`config.mk`:
```
export PLATFORM = sky130hd
export DESIGN_NAME = lcs_codec
export DESIGN_NICKNAME = d
export VERILOG_FILES = /design/src/rtl/lcs_pkg.sv /design/src/rtl/lcs_tx.sv /design/src/rtl/lcs_rx.sv /design/src/rtl/lcs_codec.sv
export SDC_FILE = /design/constraint.sdc
export NUM_CORES = 1
export LEC_CHECK = 0
export ABC_AREA = 1
export BUFFER_PORTS_ARGS = -buffer_cell sky130_fd_sc_hd__buf_2
export CAP_MARGIN = 10
export CORE_MARGIN = 2
export CORE_UTILIZATION = 43
export DETAILED_ROUTE_END_ITERATION = 12
export PLACE_DENSITY = 0.88
export SKIP_LAST_GASP = 1
export SLEW_MARGIN = 20
export SYNTH_ARGS = -nofsm -noshare
export SYNTH_HDL_FRONTEND = slang
export SYNTH_HIERARCHICAL = 1
export SYNTH_SLANG_ARGS = --single-unit
```
`constraint.sdc`:
```
create_clock -name clk -period 1.1 [get_ports clk]
set_input_delay 0.165 -clock clk [delete_from_list [all_inputs] [get_ports clk]]
set_output_delay 0.165 -clock clk [all_outputs]
set_load 0.03 [all_outputs]
```
`src/rtl/lcs_pkg.sv`:
```
package lcs_pkg;
    localparam int FIELD_W = 16;
    localparam int TYPE_W  = 3;
    localparam int ACK_W   = 5;
    localparam int PARAM_W = FIELD_W - TYPE_W - ACK_W;
    localparam int WORD_W  = 2 * FIELD_W;

    typedef enum logic [1:0] {TX_QUIET, TX_DATA, TX_SYM} tx_state_e;
    typedef enum logic [1:0] {RX_QUIET, RX_DATA, RX_SYM, RX_ERR} rx_state_e;

    function automatic logic [WORD_W-1:0] seal(input logic [FIELD_W-1:0] f);
        return {f, ~f};
    endfunction

    function automatic logic intact(input logic [WORD_W-1:0] w);
        return w[FIELD_W-1:0] == ~w[WORD_W-1:FIELD_W];
    endfunction
endpackage

```
`src/rtl/lcs_tx.sv`:
```
module lcs_tx
    import lcs_pkg::*;
(
    input  logic               clk,
    input  logic               rst_n,
    input  logic               sym_valid_i,
    input  logic [FIELD_W-1:0] sym_field_i,
    input  logic               pkt_valid_i,
    input  logic [WORD_W-1:0]  pkt_data_i,
    output logic               pkt_ready_o,
    output logic               tx_valid_o,
    output logic               tx_is_sym_o,
    output logic [WORD_W-1:0]  tx_word_o
);
    tx_state_e         state_q, state_d;
    logic [WORD_W-1:0] word_q, word_d;

    // Symbols win; data is held off while a symbol is offered.
    assign pkt_ready_o = !sym_valid_i;

    always_comb begin
        if (sym_valid_i) begin
            state_d = TX_SYM;
            word_d  = seal(sym_field_i);
        end else if (pkt_valid_i) begin
            state_d = TX_DATA;
            word_d  = pkt_data_i;
        end else begin
            state_d = TX_QUIET;
            word_d  = '0;
        end
    end

    always_ff @(posedge clk) begin
        if (!rst_n) begin
            state_q <= TX_QUIET;
            word_q  <= '0;
        end else begin
            state_q <= state_d;
            word_q  <= word_d;
        end
    end

    always_comb begin
        tx_word_o = word_q;
        unique case (state_q)
            TX_QUIET: begin tx_valid_o = 1'b0; tx_is_sym_o = 1'b0; end
            TX_DATA:  begin tx_valid_o = 1'b1; tx_is_sym_o = 1'b0; end
            TX_SYM:   begin tx_valid_o = 1'b1; tx_is_sym_o = 1'b1; end
            default:  begin tx_valid_o = 1'b0; tx_is_sym_o = 1'b0; end
        endcase
    end
endmodule

```
`src/rtl/lcs_rx.sv`:
```
module lcs_rx
    import lcs_pkg::*;
(
    input  logic               clk,
    input  logic               rst_n,
    input  logic               rx_valid_i,
    input  logic               rx_is_sym_i,
    input  logic [WORD_W-1:0]  rx_word_i,
    output logic               rx_data_valid_o,
    output logic [WORD_W-1:0]  rx_data_o,
    output logic               rx_sym_valid_o,
    output logic [TYPE_W-1:0]  rx_sym_type_o,
    output logic [ACK_W-1:0]   rx_sym_ackid_o,
    output logic [PARAM_W-1:0] rx_sym_param_o,
    output logic               rx_sym_err_o
);
    rx_state_e         state_q, state_d;
    logic [WORD_W-1:0] word_q, word_d;

    always_comb begin
        word_d = rx_word_i;
        if (!rx_valid_i) begin
            state_d = RX_QUIET;
            word_d  = '0;
        end else if (!rx_is_sym_i) begin
            state_d = RX_DATA;
        end else if (intact(rx_word_i)) begin
            state_d = RX_SYM;
        end else begin
            state_d = RX_ERR;
            word_d  = '0;   // bad symbol is discarded
        end
    end

    always_ff @(posedge clk) begin
        if (!rst_n) begin
            state_q <= RX_QUIET;
            word_q  <= '0;
        end else begin
            state_q <= state_d;
            word_q  <= word_d;
        end
    end

    always_comb begin
        rx_data_o      = word_q;
        rx_sym_type_o  = word_q[WORD_W-1 -: TYPE_W];
        rx_sym_ackid_o = word_q[WORD_W-TYPE_W-1 -: ACK_W];
        rx_sym_param_o = word_q[FIELD_W +: PARAM_W];
        unique case (state_q)
            RX_QUIET: begin rx_data_valid_o = 1'b0; rx_sym_valid_o = 1'b0; rx_sym_err_o = 1'b0; end
            RX_DATA:  begin rx_data_valid_o = 1'b1; rx_sym_valid_o = 1'b0; rx_sym_err_o = 1'b0; end
            RX_SYM:   begin rx_data_valid_o = 1'b0; rx_sym_valid_o = 1'b1; rx_sym_err_o = 1'b0; end
            RX_ERR:   begin rx_data_valid_o = 1'b0; rx_sym_valid_o = 1'b0; rx_sym_err_o = 1'b1; end
            default:  begin rx_data_valid_o = 1'b0; rx_sym_valid_o = 1'b0; rx_sym_err_o = 1'b0; end
        endcase
    end
endmodule

```
`src/rtl/lcs_codec.sv`:
```
module lcs_codec
    import lcs_pkg::*;
(
    input  logic               clk,
    input  logic               rst_n,
    input  logic               sym_valid_i,
    input  logic [FIELD_W-1:0] sym_field_i,
    input  logic               pkt_valid_i,
    input  logic [WORD_W-1:0]  pkt_data_i,
    output logic               pkt_ready_o,
    output logic               tx_valid_o,
    output logic               tx_is_sym_o,
    output logic [WORD_W-1:0]  tx_word_o,
    input  logic               rx_valid_i,
    input  logic               rx_is_sym_i,
    input  logic [WORD_W-1:0]  rx_word_i,
    output logic               rx_data_valid_o,
    output logic [WORD_W-1:0]  rx_data_o,
    output logic               rx_sym_valid_o,
    output logic [TYPE_W-1:0]  rx_sym_type_o,
    output logic [ACK_W-1:0]   rx_sym_ackid_o,
    output logic [PARAM_W-1:0] rx_sym_param_o,
    output logic               rx_sym_err_o
);
    lcs_tx u_tx (
        .clk         (clk),
        .rst_n       (rst_n),
        .sym_valid_i (sym_valid_i),
        .sym_field_i (sym_field_i),
        .pkt_valid_i (pkt_valid_i),
        .pkt_data_i  (pkt_data_i),
        .pkt_ready_o (pkt_ready_o),
        .tx_valid_o  (tx_valid_o),
        .tx_is_sym_o (tx_is_sym_o),
        .tx_word_o   (tx_word_o)
    );

    lcs_rx u_rx (
        .clk             (clk),
        .rst_n           (rst_n),
        .rx_valid_i      (rx_valid_i),
        .rx_is_sym_i     (rx_is_sym_i),
        .rx_word_i       (rx_word_i),
        .rx_data_valid_o (rx_data_valid_o),
        .rx_data_o       (rx_data_o),
        .rx_sym_valid_o  (rx_sym_valid_o),
        .rx_sym_type_o   (rx_sym_type_o),
        .rx_sym_ackid_o  (rx_sym_ackid_o),
        .rx_sym_param_o  (rx_sym_param_o),
        .rx_sym_err_o    (rx_sym_err_o)
    );
endmodule

```
Word-level counts from Yosys, hierarchy flattened
Index checks and enable logic that the tools add are counted.
{"block": "word_totals", "inputBits": 86, "word_cells": 37, "output_inout_bits": 86, "ff_bits": 68}
{"block": "classes", "n_bitwise": 3, "reduce_logical": 9, "n_eq_ne": 6, "muxes": 13}
{"cell": "$mux W32", "count": 4}
{"cell": "$not A16 Y16", "count": 2}
{"cell": "$eq A16 B16 Y1", "count": 1}
{"cell": "$reduce_or A3 Y1", "count": 3}
{"cell": "$eq A2 B2 Y1 const B", "count": 3}
{"cell": "$pmux W1 S2", "count": 3}
{"cell": "$mux W1", "count": 5}
{"cell": "$eq A2 B1 Y1 const B", "count": 2}
{"cell": "$reduce_or A2 Y1", "count": 2}
{"cell": "$reduce_and A3 Y1", "count": 1}
{"cell": "$logic_not A2 Y1", "count": 1}
{"cell": "$mux W2", "count": 1}
{"cell": "$reduce_and A2 Y1", "count": 1}
{"cell": "$logic_not A1 Y1", "count": 1}
{"cell": "$not A1 Y1", "count": 1}

Depth between registers and ports, before layout
{"block": "logic_depth", "depth_word": 4, "mapped_depth": 9, "depth_no_buf": 9}

By module
The synthesis kept the hierarchy.
{"module": "lcs_rx", "seq_area_each_um2": 680.7, "cells_per_inst": 228, "n_inst": 1, "area_per_inst_um2": 1584.0}
{"module": "lcs_tx", "seq_area_each_um2": 680.7, "cells_per_inst": 169, "n_inst": 1, "area_per_inst_um2": 1281.2}

Worst setup path before layout
No wires, ideal clock.
{"block": "synth_path", "path_kind": "in2reg", "startpoint": "input rx_is_sym_i", "endpoint": "register u_rx.word_q[17] (netlist: u_rx/rx_data_o[17])", "slack_ns": 0.105, "arrival_ns": 0.857, "cell_stages": 3, "required_ns": 0.962, "cell_sequence": "buf_2 -> clkbuf_1 -> a21oi_2"}
{"block": "synth_between", "elab_chain_len": 1}
{"item": "start, declared", "line_no": "lcs_codec.sv:15", "text": "input logic rx_is_sym_i,"}
{"item": "$mux W32", "line_no": "lcs_rx.sv:25", "text": "end else if (!rx_is_sym_i) begin"}
{"item": "end signal, assigned", "line_no": "lcs_rx.sv:41", "text": "word_q <= word_d;"}
{"item": "end, declared", "line_no": "lcs_rx.sv:18", "text": "logic [WORD_W-1:0] word_q, word_d;"}
No other way between the ends.
A chain may end at the register's enable or synchronous reset.

Worst setup path after layout
{"block": "layout_path", "startpoint": "register u_tx.state_q[0]", "endpoint": "output tx_valid_o"}
{"block": "layout_between", "elab_chain_len": 3, "elab_cells_between_ends": 4, "cone_classes": "eq/ne: 2; mux: 1; reduce/logical: 1"}
{"item": "start, declared", "line_no": "lcs_tx.sv:15", "text": "tx_state_e state_q, state_d;"}
{"item": "start signal, assigned", "line_no": "lcs_tx.sv:39", "text": "state_q <= state_d;"}
{"item": "$eq A2 B1 Y1 or $eq A2 B2 Y1 (tied branches)", "line_no": "lcs_tx.sv:46", "text": "unique case (state_q)"}
{"item": "$reduce_or A2 Y1 (no source line) (*)"}
{"item": "$mux W1 (*)", "line_no": "lcs_tx.sv:46"}
{"item": "end, declared", "line_no": "lcs_codec.sv:11", "text": "output logic tx_valid_o,"}
Mark *: on every way between the ends. The rest lies on a longest branch, timed or not.

==> run metrics <==
Avg Synthesized Cell Area=7.217 um2; startpoint type of the worst setup path=flop; number of buffers inserted by post-CTS setup repair=0; post-route total power=6.139 mW; net count reported at finish=657; overall global routing resource usage=0.2091; post-synth top area cell=sky130_fd_sc_hd__dfxtp_1; number of hold buffers added after CTS=0; syn_nets=484; largest fanout on the critical path=1; number of search-and-repair iterations in the first detailed-routing pass=5; post-synthesis cell count=397; met2 GRT Util=0.3786; endpoint type of the worst setup path=primary output; number of global-route vias before repair=2740; most common library cells after synthesis=sky130_fd_sc_hd__nand2_1 (148), sky130_fd_sc_hd__dfxtp_1 (68), sky130_fd_sc_hd__inv_1 (43); HPWL after detailed placement=6.121 mm; switching power of the nets=1.605 mW; DR DRC count=0; violations in the final reports=setup timing; headroom to the max-slew limit=0.7416; setup slack of the critical path after layout=-0.1862 ns; Crit path arrival time=1.12 ns; met3 routing resource usage after global routing=0.05679; max-slew violation count=0; timing-limited maximum frequency=777.5 MHz; Core Box Area=6386 um2; number of vias per cell=4.620; Crit Path Class=reg2out; Seq/Total Area, Yosys=0.4751; Seq cells post-synth=68; RSZ-0062 raised after global routing=true; leading cell types by total area after synthesis=sky130_fd_sc_hd__dfxtp_1 (48%), sky130_fd_sc_hd__nand2_1 (19%), sky130_fd_sc_hd__a21oi_1 (6.6%); initial cell density of the core=0.4487; total grt overflow=0; Power Dens Cells=1495 nW/um2; cts bufs inserted=9; clock tree root driver cell=sky130_fd_sc_hd__clkbuf_8; yosys warns=6; post-place setup slack=-0.1365 ns; share of power burned in combinational logic=0.171; layer with the highest usage after global routing=met2; clock slew at reported path FFs=0.07 ns; x dimension of the die=85.63 um; cell with the most instances after synthesis=sky130_fd_sc_hd__nand2_1; Post-synth EDFFs=0; initial DRC count=106; max-cap violation count=0; final count of hold timing violations=0; Final Wtd Congestion=0.8595; most used flip-flop cell after synthesis=sky130_fd_sc_hd__dfxtp_1; total detailed-routing wirelength=7.880 mm; library cells used by synthesis=17; sequential share of power=0.425; cell row count=29; largest net degree at the start of global routing=34; number of I/O port buffers=171; via count=3012; number of antenna violations at the first check in global routing=0; post-synthesis instance area=2865 um2; Clk pwr share=0.404; classification of the worst-slack hold path=in2reg; antenna viol nets, final=0; Peak supply drop=0.9507 mV; number of failing setup endpoints in the final timing report=4; height of the die=85.63 um; I/O pin count=172; result of the run=complete, but fails checks; Max Buffers Root-to-Sink=2; P_int=4.535 mW; Post-synth ARST share=0; area share of the largest cell type after synthesis=0.4751; H-tree level count=3; clock tree from TritonCTS=done; final critical path time including I/O delays and setup=1.286 ns; antenna cells=0; clock sinks=68; share of layout cells above drive strength 1=0.4104; area of the die=7333 um2; global-route wire length before repair=12.18 mm; grt met1 use=0.2364; required time at the worst-slack endpoint=0.94 ns; Synth-to-Final Area Change=43.36%; period utilization=1.169; net switching share of the total power=0.2614; per-cell routed wire length=12.09 um; leakage power summed over all cells=2.396 nW; transition at the pin with the smallest max-transition slack=0.3867 ns
## routing by layer
metal	vias up	routed length [um]
met3	6	794
met2	145	3963
met5	-	0
met1	1331	3051
li1	1530	-
met4	0	70
## layout make-up
| class | instances | area [um2] |
|---|---|---|
| clock buffer | 10 | 137.6 |
| fill | 561 | 2278 |
| clock inverter | 6 | 111.4 |
| tap | 77 | 96.34 |
| timing repair buffer | 200 | 1154 |
| inverter | 44 | 165.2 |
| multi-input combinational | 247 | 1080 |
| sequential | 68 | 1364 |
## worst paths after layout
| check | from | end | depth (start not counted) |
|---|---|---|---|
| max | u_tx/state_q[0] | tx_valid_o | 4 |
| min | pkt_data_i[1] | u_tx/tx_word_o[1] | 3 |
## state kept, by name, summed over array words and instances (netlist names)
| name | count |
|---|---|
| u_rx/state_q | 2 |
| u_tx/tx_word_o | 32 |
| u_rx/rx_data_o | 32 |
| u_tx/state_q | 2 |
## critical path, stage by stage, from the launching register on
cell and delay (ns):
sky130_fd_sc_hd__dfxtp_1 0.31, sky130_fd_sc_hd__inv_1 0.04, sky130_fd_sc_hd__ha_1 0.27, sky130_fd_sc_hd__inv_1 0.07, sky130_fd_sc_hd__buf_6 0.12
## logic make-up after synthesis
family | share of synthesized area
and+or+nand+nor | 0.2716
buffers and inverters | 0.1489
DFF | 0.4751
AOI/OAI and AO/OA | 0.09694
xor gates and xnor gates | 0.003057
adders and majority gates | 0.004366
## through the flow
| step | setup TNS (ns) | cell area, um2 | utilization | cells | hold slack [ns] |
|---|---|---|---|---|---|
| floorplan | 0 | 2865 | - | 397 | 0.2681 |
| global placement | -2.445 | 3824 | 0.5987 | 636 | 0.3561 |
| detailed placement | -3.458 | 3824 | 0.5987 | 636 | 0.3567 |
| CTS | -0.3318 | 4095 | 0.6413 | 652 | 0.01163 |
| global route | -0.5064 | 4108 | 0.6432 | 652 | 0.02120 |
| finish | -0.2547 | 4108 | 0.6432 | 652 | 0.02947 |
## layout by cell type, fill, tap and decap left out, types with 10 or more instances in the layout
master and instances:
sky130_fd_sc_hd__buf_2 165, sky130_fd_sc_hd__nor2_1 26, sky130_fd_sc_hd__dfxtp_1 66, sky130_fd_sc_hd__nand2_1 148
sky130_fd_sc_hd__inv_1 42, sky130_fd_sc_hd__nand3_1 17, sky130_fd_sc_hd__a21oi_1 38, sky130_fd_sc_hd__clkbuf_8 10
sky130_fd_sc_hd__buf_4 26, sky130_fd_sc_hd__a21oi_2 10
## power groups by stage
stage | sequential, mW | clock (mW) | combinational, mW
floorplan | 2.88 | 0 | 0.397
global placement | 2.66 | 0 | 1.01
detailed placement | 2.66 | 0 | 1.04
CTS | 2.61 | 2.53 | 1.05
global route | 2.62 | 2.66 | 1.14
finish | 2.61 | 2.48 | 1.05
## timing repair
item | 4_1_cts | 5_1_grt
setup endpoints to repair | 5 | 6
resized for setup | 9 | 5
pin swaps | 1 | 2
Note: power is estimated with default switching activity, not from simulation.
